File: src/rtl/nand_hecc_pkg.sv
package nand_hecc_pkg;

  localparam int LANES  = 12;
  localparam int PAR_W  = 2 * LANES;
  localparam int WGT_W  = $clog2(PAR_W + 1);
  localparam int BIT_W  = 3;
  localparam int OFS_W  = LANES - BIT_W;
  localparam int FIX_WEIGHT = LANES;

  typedef enum logic [1:0] {
    HECC_CLEAN = 2'b00,
    HECC_FIXED = 2'b01,
    HECC_FATAL = 2'b10
  } hecc_status_e;

  // Number of set bits in a syndrome.
  function automatic logic [WGT_W-1:0] hecc_weight(input logic [PAR_W-1:0] s);
    logic [WGT_W-1:0] n;
    n = '0;
    for (int i = 0; i < PAR_W; i++) n = n + WGT_W'(s[i]);
    return n;
  endfunction

  // Bit index within the byte: odd lanes 2..0.
  function automatic logic [BIT_W-1:0] hecc_bit_index(input logic [PAR_W-1:0] s);
    logic [BIT_W-1:0] b;
    for (int k = 0; k < BIT_W; k++) b[k] = s[2*k+1];
    return b;
  endfunction

  // Byte offset within the chunk: odd lanes 11..3.
  function automatic logic [OFS_W-1:0] hecc_byte_offset(input logic [PAR_W-1:0] s);
    logic [OFS_W-1:0] o;
    for (int k = 0; k < OFS_W; k++) o[k] = s[2*(k+BIT_W)+1];
    return o;
  endfunction

endpackage

File: src/rtl/hecc_lane_repack.sv
// Rebuilds a packed 3-byte parity word into lane order:
// output bit 2k = even parity of lane k, bit 2k+1 = odd parity of lane k.
module hecc_lane_repack
  import nand_hecc_pkg::*;
(
  input  logic [PAR_W-1:0] raw_i,
  output logic [PAR_W-1:0] lanes_o
);
  localparam int LOW_LANES = 8;

  for (genvar k = 0; k < LANES; k++) begin : g_lane
    if (k < LOW_LANES) begin : g_low
      assign lanes_o[2*k]   = raw_i[k];
      assign lanes_o[2*k+1] = raw_i[LOW_LANES + k];
    end else begin : g_high
      assign lanes_o[2*k]   = raw_i[2*LOW_LANES + (k - LOW_LANES)];
      assign lanes_o[2*k+1] = raw_i[2*LOW_LANES + (LANES - LOW_LANES) + (k - LOW_LANES)];
    end
  end

endmodule

File: src/rtl/hecc_classify.sv
// Combinational verdict on one chunk.
module hecc_classify
  import nand_hecc_pkg::*;
(
  input  logic [PAR_W-1:0] stored_i,
  input  logic [PAR_W-1:0] calc_i,
  input  logic [PAR_W-1:0] synd_i,
  output hecc_status_e     status_o,
  output logic [OFS_W-1:0] byte_o,
  output logic [BIT_W-1:0] bit_o,
  output logic [WGT_W-1:0] weight_o,
  output logic             erased_o
);
  logic is_match;
  logic calc_zero;

  assign is_match  = (stored_i == calc_i);
  assign erased_o  = &stored_i;
  assign calc_zero = (calc_i == '0);
  assign weight_o  = hecc_weight(synd_i);

  always_comb begin
    status_o = HECC_CLEAN;
    byte_o   = '0;
    bit_o    = '0;
    if (!is_match) begin
      if (weight_o == WGT_W'(FIX_WEIGHT)) begin
        status_o = HECC_FIXED;
        byte_o   = hecc_byte_offset(synd_i);
        bit_o    = hecc_bit_index(synd_i);
      end else if (weight_o == WGT_W'(1) || weight_o == WGT_W'(FIX_WEIGHT - 1)) begin
        status_o = HECC_FATAL;
      end else if (erased_o && calc_zero) begin
        status_o = HECC_CLEAN;
      end else begin
        status_o = HECC_FATAL;
      end
    end
  end

endmodule

File: src/rtl/hecc_page_tally.sv
// Groups consecutive chunks into pages and accumulates their verdicts.
module hecc_page_tally #(
  parameter int PAGE_CHUNKS = 4,
  localparam int FIX_W = $clog2(PAGE_CHUNKS + 1),
  localparam int CNT_W = (PAGE_CHUNKS > 1) ? $clog2(PAGE_CHUNKS) : 1
) (
  input  logic             clk,
  input  logic             rst_n,
  input  logic             start_i,
  input  logic             fixed_i,
  input  logic             fatal_i,
  output logic [FIX_W-1:0] page_fixes_o,
  output logic             page_bad_o,
  output logic             page_done_o
);
  localparam logic [CNT_W-1:0] LAST_IDX = CNT_W'(PAGE_CHUNKS - 1);

  logic [CNT_W-1:0] chunk_idx;
  logic             first_chunk;
  logic             last_chunk;

  assign first_chunk = (chunk_idx == '0);
  assign last_chunk  = (chunk_idx == LAST_IDX);

  always_ff @(posedge clk or negedge rst_n) begin
    if (!rst_n) begin
      chunk_idx    <= '0;
      page_fixes_o <= '0;
      page_bad_o   <= 1'b0;
      page_done_o  <= 1'b0;
    end else begin
      page_done_o <= start_i && last_chunk;
      if (start_i) begin
        chunk_idx    <= last_chunk ? '0 : chunk_idx + CNT_W'(1);
        page_fixes_o <= (first_chunk ? '0 : page_fixes_o) + FIX_W'(fixed_i);
        page_bad_o   <= (first_chunk ? 1'b0 : page_bad_o) | fatal_i;
      end
    end
  end

  // the tally never counts more repairs than a page has chunks
  a_r10_fix_bound: assert property (@(posedge clk) disable iff (!rst_n)
    page_fixes_o <= FIX_W'(PAGE_CHUNKS));

  // a page closes only on a judged chunk
  a_r10_page_close: assert property (@(posedge clk) disable iff (!rst_n)
    page_done_o |-> $past(start_i));

  // page state holds while idle
  a_r9_page_hold: assert property (@(posedge clk) disable iff (!rst_n)
    !start_i |=> $stable(page_fixes_o) && $stable(page_bad_o));

endmodule

File: src/rtl/nand_hecc_corrector.sv
module nand_hecc_corrector
  import nand_hecc_pkg::*;
#(
  parameter int PAGE_CHUNKS = 4,
  localparam int FIX_W = $clog2(PAGE_CHUNKS + 1)
) (
  input  logic             clk,
  input  logic             rst_n,
  input  logic             start_i,
  input  logic [23:0]      stored_ecc_i,
  input  logic [23:0]      calc_ecc_i,
  output logic [1:0]       status_o,
  output logic [8:0]       err_byte_o,
  output logic [2:0]       err_bit_o,
  output logic             done_o,
  output logic [FIX_W-1:0] page_fixes_o,
  output logic             page_bad_o,
  output logic             page_done_o
);
  logic [PAR_W-1:0] stored_lanes;
  logic [PAR_W-1:0] calc_lanes;
  logic [PAR_W-1:0] syndrome;
  hecc_status_e     verdict;
  logic [OFS_W-1:0] verdict_byte;
  logic [BIT_W-1:0] verdict_bit;
  logic [WGT_W-1:0] synd_weight;
  logic             erased_page;
  logic             chunk_fixed;
  logic             chunk_fatal;

  hecc_lane_repack u_rep_stored (.raw_i(stored_ecc_i), .lanes_o(stored_lanes));
  hecc_lane_repack u_rep_calc   (.raw_i(calc_ecc_i),   .lanes_o(calc_lanes));

  assign syndrome = stored_lanes ^ calc_lanes;

  hecc_classify u_classify (
    .stored_i (stored_ecc_i),
    .calc_i   (calc_ecc_i),
    .synd_i   (syndrome),
    .status_o (verdict),
    .byte_o   (verdict_byte),
    .bit_o    (verdict_bit),
    .weight_o (synd_weight),
    .erased_o (erased_page)
  );

  assign chunk_fixed = (verdict == HECC_FIXED);
  assign chunk_fatal = (verdict == HECC_FATAL);

  always_ff @(posedge clk or negedge rst_n) begin
    if (!rst_n) begin
      status_o   <= HECC_CLEAN;
      err_byte_o <= '0;
      err_bit_o  <= '0;
      done_o     <= 1'b0;
    end else begin
      done_o <= start_i;
      if (start_i) begin
        status_o   <= verdict;
        err_byte_o <= verdict_byte;
        err_bit_o  <= verdict_bit;
      end
    end
  end

  hecc_page_tally #(.PAGE_CHUNKS(PAGE_CHUNKS)) u_tally (
    .clk          (clk),
    .rst_n        (rst_n),
    .start_i      (start_i),
    .fixed_i      (chunk_fixed),
    .fatal_i      (chunk_fatal),
    .page_fixes_o (page_fixes_o),
    .page_bad_o   (page_bad_o),
    .page_done_o  (page_done_o)
  );

  // result strobe follows every start
  a_r2_done_follows: assert property (@(posedge clk) disable iff (!rst_n)
    start_i |=> done_o);

  a_r2_done_cause: assert property (@(posedge clk) disable iff (!rst_n)
    done_o |-> $past(start_i));

  // equal parity words are clean
  a_r3_match_clean: assert property (@(posedge clk) disable iff (!rst_n)
    start_i && (stored_ecc_i == calc_ecc_i) |=> status_o == 2'b00);

  // a repair verdict comes only from a weight-12 syndrome
  a_r4_fix_weight: assert property (@(posedge clk) disable iff (!rst_n)
    done_o && status_o == 2'b01 |-> $past(synd_weight) == WGT_W'(FIX_WEIGHT));

  // erased page against zero parity is clean
  a_r6_erased_clean: assert property (@(posedge clk) disable iff (!rst_n)
    start_i && erased_page && calc_ecc_i == '0 |=> status_o == 2'b00);

  // location is zero unless repaired
  a_r8_loc_zero: assert property (@(posedge clk) disable iff (!rst_n)
    status_o != 2'b01 |-> err_byte_o == '0 && err_bit_o == '0);

  // results hold while idle
  a_r9_hold: assert property (@(posedge clk) disable iff (!rst_n)
    !start_i |=> $stable(status_o) && $stable(err_byte_o) && $stable(err_bit_o));

  // page close rides on a result strobe
  a_r10_close_with_done: assert property (@(posedge clk) disable iff (!rst_n)
    page_done_o |-> done_o);

endmodule

File: config.mk
export PLATFORM = sky130hd
export DESIGN_NAME = nand_hecc_corrector
export DESIGN_NICKNAME = d
export VERILOG_FILES = /design/src/rtl/nand_hecc_pkg.sv /design/src/rtl/hecc_lane_repack.sv /design/src/rtl/hecc_classify.sv /design/src/rtl/hecc_page_tally.sv /design/src/rtl/nand_hecc_corrector.sv
export SDC_FILE = /design/constraint.sdc
export NUM_CORES = 1
export LEC_CHECK = 0
export BUFFER_PORTS_ARGS = -buffer_cell sky130_fd_sc_hd__buf_2
export CAP_MARGIN = 20
export CORE_AREA = 2 2 89 83
export CTS_CLUSTER_DIAMETER = 200
export DETAILED_ROUTE_END_ITERATION = 10
export DIE_AREA = 0 0 91 85
export MAX_ROUTING_LAYER = met4
export PLACE_DENSITY = 0.53
export SLEW_MARGIN = 20
export SYNTH_ARGS = -nofsm -noshare
export SYNTH_HDL_FRONTEND = slang
export SYNTH_SLANG_ARGS = --single-unit
File: constraint.sdc
create_clock -name clk -period 1.4 [get_ports clk]
set_input_delay 0.28 -clock clk [delete_from_list [all_inputs] [get_ports clk]]
set_output_delay 0.28 -clock clk [all_outputs]
set_load 0.1 [all_outputs]
Word level (Yosys, flattened, before mapping)
Index checks and enable logic that the tools add are counted.

Add/sub/neg operators: 25. Bitwise operators: 2. Muxes and demuxes: 11. Reductions and logical operators: 6. Equal/unequal tests: 7.

Operators with widths (number): 5-bit by 1-bit adder with 5-bit output (22); 24-bit == test (1); 24-bit logical NOT (1); 24-bit AND reduction (1); 24-bit XOR (1); 9-bit two-way mux (2); 5-bit by 4-bit == test with 1-bit output, second input constant (2); 2-bit two-way mux (5); 3-bit two-way mux (3); 5-bit by 1-bit == test with 1-bit output, second input constant (1); 2-bit == test, second input constant (2); 3-bit by 1-bit adder with 3-bit output (1); 1-bit by 1-bit adder with 2-bit output (1); 2-bit by 1-bit adder with 2-bit output, second input constant (1); 2-bit by 1-bit == test with 1-bit output, second input constant (1); 1-bit logical AND (2); 2-bit logical NOT (1); 1-bit logical OR (1); 1-bit two-way mux (1); 1-bit bitwise OR (1).

Input bits: 51. Logic and storage cells: 59. Output and inout port bits: 20. Flip-flop bits (word level): 22.

Longest topological paths before layout
Gate-level depths: netlist of the first run.

Depth after elaboration: 31. Gate-level depth with buffers: 22. Gate-level depth less buffers: 22.

Hierarchy
Synthesis of the first run repeated with hierarchy kept, for this count alone.

Cell total of the unflattened synthesis: 273. Area, all modules: 2621.3 µm².

Modules (own cells, without submodules): hecc_classify (seq. area each 0.0 µm², cells each 141, area an instance 1146.1 µm², instances 1); nand_hecc_corrector (seq. area each 375.4 µm², cells each 56, area an instance 767.0 µm², instances 1); hecc_lane_repack (seq. area each 0.0 µm², cells each 24, area an instance 180.2 µm², instances 2); hecc_page_tally (seq. area each 175.2 µm², cells each 28, area an instance 347.8 µm², instances 1).

Worst setup path after synthesis of the first run
No wires, ideal clock.

Path type: in2reg. Start point: input port stored_ecc_i[8]. End point: register u_tally.page_fixes_o[1]. Path buffers: 0. Cell stages on the path: 18. Data required time: 1.274 ns. Arrival: 5.517 ns. Slack: -4.243 ns. Setup time: 0.126 ns. Cell sequence: xnor2_1 inv_1 ha_1 inv_1 fa_1 fa_1 fa_1 fa_1 fa_1 fa_1 fa_1 a21boi_0 and4b_1 nand3_1 nor2_1 ha_1 ha_1 mux2_2.

Cells in the longest elaborated chain, start to end: 31. Elaborated cells on any way between the ends: 37. Those cells by class: add/sub (24); eq/ne (5); mux (4); bitwise (1); reduce/logical (3).

RTL lines: start, declared (line nand_hecc_corrector.sv:10) `input logic [23:0] stored_ecc_i,`; 24-bit XOR (line nand_hecc_corrector.sv:34) `assign syndrome = stored_lanes ^ calc_lanes;`; 1-bit by 1-bit adder with 2-bit output (line nand_hecc_pkg.sv:20) `for (int i = 0; i < PAR_W; i++) n = n + WGT_W'(s[i]);`; 5-bit by 1-bit adder with 5-bit output (22 in a row) (line nand_hecc_pkg.sv:20); 5-bit by 1-bit == test with 1-bit output or 5-bit by 4-bit == test with 1-bit output (tied branches) (line hecc_classify.sv:31) `end else if (weight_o == WGT_W'(1) || weight_o == WGT_W'(FIX_WEIGHT - 1)) begin`; 1-bit logical OR (line hecc_classify.sv:31); 2-bit two-way mux (line hecc_classify.sv:31); 2-bit two-way mux (line hecc_classify.sv:27) `if (weight_o == WGT_W'(FIX_WEIGHT)) begin`; 2-bit two-way mux * (line hecc_classify.sv:26) `if (!is_match) begin`; 2-bit by 1-bit == test with 1-bit output * (line nand_hecc_corrector.sv:47) `assign chunk_fixed = (verdict == HECC_FIXED);`; 3-bit by 1-bit adder with 3-bit output * (line hecc_page_tally.sv:35) `page_fixes_o <= (first_chunk ? '0 : page_fixes_o) + FIX_W'(fixed_i);`; end signal, assigned (line hecc_page_tally.sv:35); end, declared (line hecc_page_tally.sv:12) `output logic [FIX_W-1:0] page_fixes_o,`.

Mark *: on every way between the ends. The rest lies on a longest branch, timed or not. A chain may end at the register's enable or synchronous reset.

Worst setup path in the final report of the first run
Ends and elaborated chain as after synthesis.

==> results of run 1 <==
-- critical path, delay by kind of cell --
kind,cells,cell delay (ns)
simple gates,3,0.50
buf+inv,3,0.20
compound gates,1,0.14
xor+xnor,1,0.15
fa+ha+maj,10,3.86
mux,1,0.25
-- cells by family after synthesis --
group | Yosys count | synth area share, %
flops | 22 | 28.6
buf+inv | 29 | 6.04
compound gates | 26 | 10.5
xor+xnor | 26 | 12.5
mux | 3 | 1.69
fa+ha+maj | 29 | 25.5
simple gates | 43 | 15.3
-- area by class of cell --
class / count / area (µm²) / share of cell area (%)
inverters: 26 / 97.6 / 2.90
repair buffers: 126 / 1020 / 30.3
flip-flops and latches: 22 / 551 / 16.4
multi-input cells: 127 / 1530 / 45.3
clock buffers: 4 / 55.1 / 1.64
well taps: 93 / 116 / 3.46
-- timing repair --
action,in CTS,in global routing
hold endpoints to repair,21,0
endpoints found under the setup margin,18,18
pin swaps,1,10
resized for setup,16,36
gates cloned,0,1
hold buffers,1,0
setup buffers,1,2
-- power by group --
group	internal, mW	switching [mW]
sequential	0.764	0.0823
clock	0.251	0.214
combinational	4.23	3.73
-- Yosys cell counts, types with 2 or more instances --
master     count
o2bb2ai_1     11
dfrtp_1       22
ha_1          12
xnor2_1       25
nand4_1        7
nand2_1        6
nor2b_1        2
a21oi_1        2
o21ai_0        4
mux2_2         2
o31ai_1        2
nor4bb_1       9
nor2_1         5
or3_1          2
nand4b_1       2
inv_1         25
fa_1          17
-- routing by layer --
layer	track usage (%)	vias up
met5	-	-
met4	1.24	0
met3	3.20	3
met2	26.1	61
met1	18.6	851
li1	-	878
-- worst max-delay path by stage --
| stage | depth (start not counted) | start | to |
|---|---|---|---|
| 3_5_place_dp | 19 | stored_ecc_i[0] | u_tally.page_fixes_o[1]$_DFFE_PN0P_ |
| 4_1_cts | 19 | stored_ecc_i[0] | u_tally.page_fixes_o[1]$_DFFE_PN0P_ |
| 6_report | 19 | stored_ecc_i[8] | u_tally.page_fixes_o[1]$_DFFE_PN0P_ |
| 5_1_grt | 19 | stored_ecc_i[8] | u_tally.page_fixes_o[1]$_DFFE_PN0P_ |
| 2_1_floorplan | 18 | stored_ecc_i[8] | u_tally.page_fixes_o[1]$_DFFE_PN0P_ |
| 3_3_place_gp | 19 | stored_ecc_i[0] | u_tally.page_fixes_o[1]$_DFFE_PN0P_ |
-- registers in the layout, summed over array words and instances, names as in the netlist --
signal	flops
u_tally.page_bad_o	1
u_tally.chunk_idx	2
err_byte_o	9
status_o	2
done_o	1
u_tally.page_fixes_o	3
err_bit_o	3
u_tally.page_done_o	1
-- through the flow --
step	power, mW	utilization [%]	hold WS [ns]	setup TNS (ns)	area [µm²]
finish	9.27	49.3	0.250	-64.28	3360
global route	10.0	49.3	0.240	-66.57	3360
CTS	8.40	45.9	0.218	-64.54	3130
detailed placement	7.58	43.8	0.287	-70.39	2990
global placement	7.36	43.8	0.278	-68.33	2990
floorplan	5.21	-	-0.0156	-63.18	1970
==> results.toml, run 1 <==
[routing]
wl_met2_um = 2820
wl_per_cell_um = 14.1
first_pass_iters = 4
top_layer = "met4"
drcViolationCount = 0
viasPerCell = 4.51
vias = 1793
wl_met3_um = 332
ant_nets = 0
wirelength_um = 5610
wl_met1_um = 2460
drtIter0Drc = 29

[sta]
drv_slew = 0
grt_setup_unrepaired = "yes"
setup_viol = 18
fmax_mhz = 191
period_share_pct = 374
worst_pin_slew_ns = 0.520
hold_viol = 0
fin_ws_ns = -3.83
fin_worst_skew_ns = 0.000583
period_needed_ns = 5.23
slew_headroom_pct = 65.3

[synthesis]
synth_nets = 258
synth_area_per_cell_um2 = 10.8
async_flop_share_pct = 100
synth_enable_flop_cells = 0
syn_inst = 178
yosysTopAreaCell = "dfrtp_1"
synth-seq-cells = 22
syn_area_um2 = 1930
yosysWarnings = 0
seq_area_frac_synth_pct = 28.6
synth_area_leaders = "dfrtp_1, fa_1, xnor2_1, ha_1, o2bb2ai_1"
synth.top_cell.area_share_pct = 28.6
synthDistinctLibCells = 40
yosys_most_used_dff = "dfrtp_1"

[worst_setup_path]
reg2reg_slack_ns = -0.16
r2r_start = "u_tally.chunk_idx[0]$_DFFE_PN0P_"
cp_cell_sequence = "buf_8 -> xnor2_4 -> inv_2 -> ha_4 -> inv_2 -> fa_1 -> fa_1 -> fa_2 -> fa_1 -> fa_1 -> fa_2 -> fa_1 -> a21boi_2 -> and4b_1 -> nand3_2 -> nor2_4 -> ha_4 -> ha_4 -> mux2_4"
cp_data_required_time_ns = 1.55
worst_path_most_repeated_cell = "fa_1"
ff2ff_path_depth = 6
critical_path_class = "in2reg"
crit_fanout = 2
setup.worst_path.end_class = "register"
r2r-end = "u_tally.page_fixes_o[1]$_DFFE_PN0P_"
cp_slowest_cell = "fa_2"
cp-start-kind = "input pin"
arrival_ns = 5.38
cpPeakStageDelay_ns = 0.54

[power_and_ir_drop]
power_density_nw_per_um2 = 2760
vdd_ir_drop_max_v = 0.00124
power_leakage_nw = 1.59

[placement]
io_buffers = 70
gp_congestion = 0.784
dp_hpwl_um = 4770
place_inst = 390
place_ws_ns = -4.19

[grt]
grt_pass1_wl_um = 9010
grt_max_degree = 23
grt_antenna_before_repair = 0
gr-total-overflow = 0
grt_pass1_vias = 1943
grt_use_total_pct = 15.0

[die]
rows = 29
die_x_um = 91
dieArea_um2 = 7740
boundaryPins = 71
fp.dieH_um = 85
initial_core_util_pct = 28.2
coreArea_um2 = 6820

[hold_path]
worstHoldPathCells = 1
hp-class = "in2reg"
hold_end = "done_o$_DFF_PN0_"
hp-start = "start_i"

[final_layout]
fill_cells = 661
final_cell_mix = "buf_2, buf_4, xnor2_1, inv_1, dfrtp_1"
syn_to_final_growth_pct = 74.6
instances_no_fill = 398
nets = 386
drive_above_1_share_pct = 53.4
diodes = 0
final_common_cell = "buf_2"

[run]
cap_violations = 0

[clock_network]
cts_tree = "done"
cts_max_path_buffers = 2
clock_sinks = 22
h-tree-depth = 1
cts_made_buffers = 3
cts.clk_slew.worst_paths_ns = 0.08
clock_latency_ns = 0.26
cts_root_buf = "clkbuf_8"

[status]
status = "finished with violations"
violations = "negative setup slack"
Note: power is estimated with default switching activity, not from simulation.
==> inputs of run 2 (changes only) <==
--- a/config.mk
+++ b/config.mk
@@ -7,13 +7,14 @@
 export LEC_CHECK = 0
 export BUFFER_PORTS_ARGS = -buffer_cell sky130_fd_sc_hd__buf_2
 export CAP_MARGIN = 20
-export CORE_AREA = 2 2 89 83
+export CORE_AREA = 2 2 104 96
 export CTS_CLUSTER_DIAMETER = 200
 export DETAILED_ROUTE_END_ITERATION = 10
-export DIE_AREA = 0 0 91 85
+export DIE_AREA = 0 0 106 98
 export MAX_ROUTING_LAYER = met4
-export PLACE_DENSITY = 0.53
+export PLACE_DENSITY = 0.5
 export SLEW_MARGIN = 20
 export SYNTH_ARGS = -nofsm -noshare
 export SYNTH_HDL_FRONTEND = slang
+export SYNTH_HIERARCHICAL = 1
 export SYNTH_SLANG_ARGS = --single-unit
==> run 2 against run 1 <==
Compared with the run above: the run still ends with negative setup slack left; worst setup slack worse by 0.15 ns; final cell count increased by 22%; register-to-register slack about the same; sequential cell count did not move; synthesized cell count increased by 52%; synthesized area grew 36%; highest routed layer unchanged; cell area grew 8.3%; sequential power fell by 7.2%; largest cell class unchanged.
==> results.toml, run 2 <==
[final_layout]
diodes = 0
final_common_cell = "buf_4"
nets = 440
syn_to_final_growth_pct = 39.4
final_cell_mix = "buf_4, buf_2, inv_1, dfrtp_1, xnor2_1"
postLayoutCellArea_um2 = 3640
drive_above_1_share_pct = 51.0
instances_no_fill = 487
regMostFlops = "err_byte_o"
largest_reg_flops = 9
final_util_pct = 38.8
reg_top3 = "err_byte_o x9, err_bit_o x3, u_tally/page_fixes_o x3"

[routing]
wl_per_cell_um = 13.6
first_pass_iters = 4
drtIter0Drc = 48
vias = 2033
wirelength_um = 6630
ant_nets = 0
viasPerCell = 4.17
drcViolationCount = 0

[synthesis]
yosysWarnings = 6
synth_nets = 349
syn_inst = 271
synth_area_per_cell_um2 = 9.64
syn_area_um2 = 2610

[worst_setup_path]
arrival_ns = 5.53
crit_path_end = "u_tally/page_fixes_o[1]$_DFFE_PN0P_"
ff2ff_path_depth = 6
crit_fanout = 2
setup.worst_path.end_class = "register"
r2r-end = "u_tally/page_fixes_o[1]$_DFFE_PN0P_"
critical_path_class = "in2reg"
cp_data_required_time_ns = 1.55
r2r_start = "u_tally/chunk_idx[0]$_DFFE_PN0P_"
setup.worst_path.start = "calc_ecc_i[13]"
cp-start-kind = "input pin"
reg2reg_slack_ns = -0.17

[sta]
period_needed_ns = 5.38
hold_viol = 0
fin_ws_ns = -3.98
period_share_pct = 384
fin_worst_skew_ns = 0.00484
drv_slew = 0
setup_viol = 18
slew_headroom_pct = 63.7
worst_pin_slew_ns = 0.544
grt_setup_unrepaired = "yes"
setup_tns_ns = -65.13
fmax_mhz = 186

[clock_network]
cts.clk_slew.worst_paths_ns = 0.08
cts_tree = "done"
cts_root_buf = "clkbuf_8"
clock_sinks = 22
cts_made_buffers = 3
h-tree-depth = 1
clock_latency_ns = 0.26
cts_max_path_buffers = 2

[die]
fp.dieH_um = 98
boundaryPins = 71
coreArea_um2 = 9400
die_x_um = 106
initial_core_util_pct = 27.8
dieArea_um2 = 10400
rows = 34

[power_and_ir_drop]
p_clk_share_pct = 5.3
power_density_nw_per_um2 = 2320
p_seq_share_pct = 9.3
p_sw_mw = 3.83
combPwrFrac_pct = 85.4
p_sw_share_pct = 45.2
p_int_mw = 4.64
vdd_ir_drop_max_v = 0.00162
power_leakage_nw = 1.83

[placement]
place_inst = 475
io_buffers = 70
gp_congestion = 0.841
place_area_um2 = 3300
dp_hpwl_um = 5670

[status]
status = "finished with violations"
violations = "negative setup slack"

[run]
cap_violations = 0

[grt]
gr-total-overflow = 0
grt_pass1_vias = 2236
grt_pass1_wl_um = 11000
grt_max_degree = 27
grt_use_total_pct = 13.8
grt_antenna_before_repair = 0

[hold_path]
hp-class = "in2reg"
## run 2: power groups by stage
stage,registers [mW],clock network [mW],logic [mW]
after floorplan,1.17,0,3.97
after global placement,0.786,0,5.66
after detailed placement,0.797,0,5.83
after CTS,0.786,0.467,6.17
after global routing,0.798,0.507,7.90
final,0.785,0.451,7.24
## run 2: critical path, cell delays in order
cell and delay, ns:
buf_8 0.10, xor2_2 0.16, inv_1 0.08, fa_1 0.55, fa_1 0.46, fa_1 0.51, fa_1 0.54, fa_1 0.41
inv_1 0.07, ha_2 0.18, inv_2 0.04, fa_1 0.51, inv_2 0.05, or4_4 0.56, a2bb2oi_2 0.15, o31a_1 0.13
nor2b_2 0.17, ha_4 0.16, ha_4 0.19, mux2_4 0.25
## run 2: routing by layer
layer | track usage, % | vias up | wire length [µm]
met4 | 3.14 | 0 | 89
met1 | 19.7 | 970 | 3220
li1 | - | 993 | -
met5 | - | - | 0
met3 | 2.14 | 10 | 303
met2 | 20.6 | 60 | 3010
## run 2: area by class of cell
type | instances | area [µm²]
Clock buffer | 4 | 55.1
Fill cell | 924 | 5760
Inverter | 42 | 158
Multi-Input combinational cell | 156 | 1660
Sequential cell | 22 | 551
Tap cell | 126 | 158
Timing Repair Buffer | 137 | 1070
## run 2: what timing repair did
action | 4_1_cts | 5_1_grt
setup endpoints to repair | 18 | 19
hold endpoints to repair | 22 | 0
resized for setup | 24 | 26
hold buffers | 1 | 0
pin swaps | 10 | 12
buffers inserted | 3 | 4
## run 2: worst min-delay path by stage
stage | startpoint | to | cells after the start
after floorplan | rst_n | done_o$_DFF_PN0_ | 0
after global placement | rst_n | err_bit_o[2]$_DFFE_PN0P_ | 1
after detailed placement | rst_n | err_bit_o[2]$_DFFE_PN0P_ | 1
after CTS | start_i | done_o$_DFF_PN0_ | 1
after global routing | start_i | done_o$_DFF_PN0_ | 1
final | start_i | done_o$_DFF_PN0_ | 1
## run 2: through the flow
step                hold WS, ns  total power [mW]  setup slack [ns]
floorplan               -0.0156              5.14             -4.15
global placement          0.278              6.45             -4.24
detailed placement        0.277              6.63             -4.32
CTS                       0.402              7.42             -3.98
global route              0.427              9.21             -4.11
finish                    0.416              8.47             -3.98
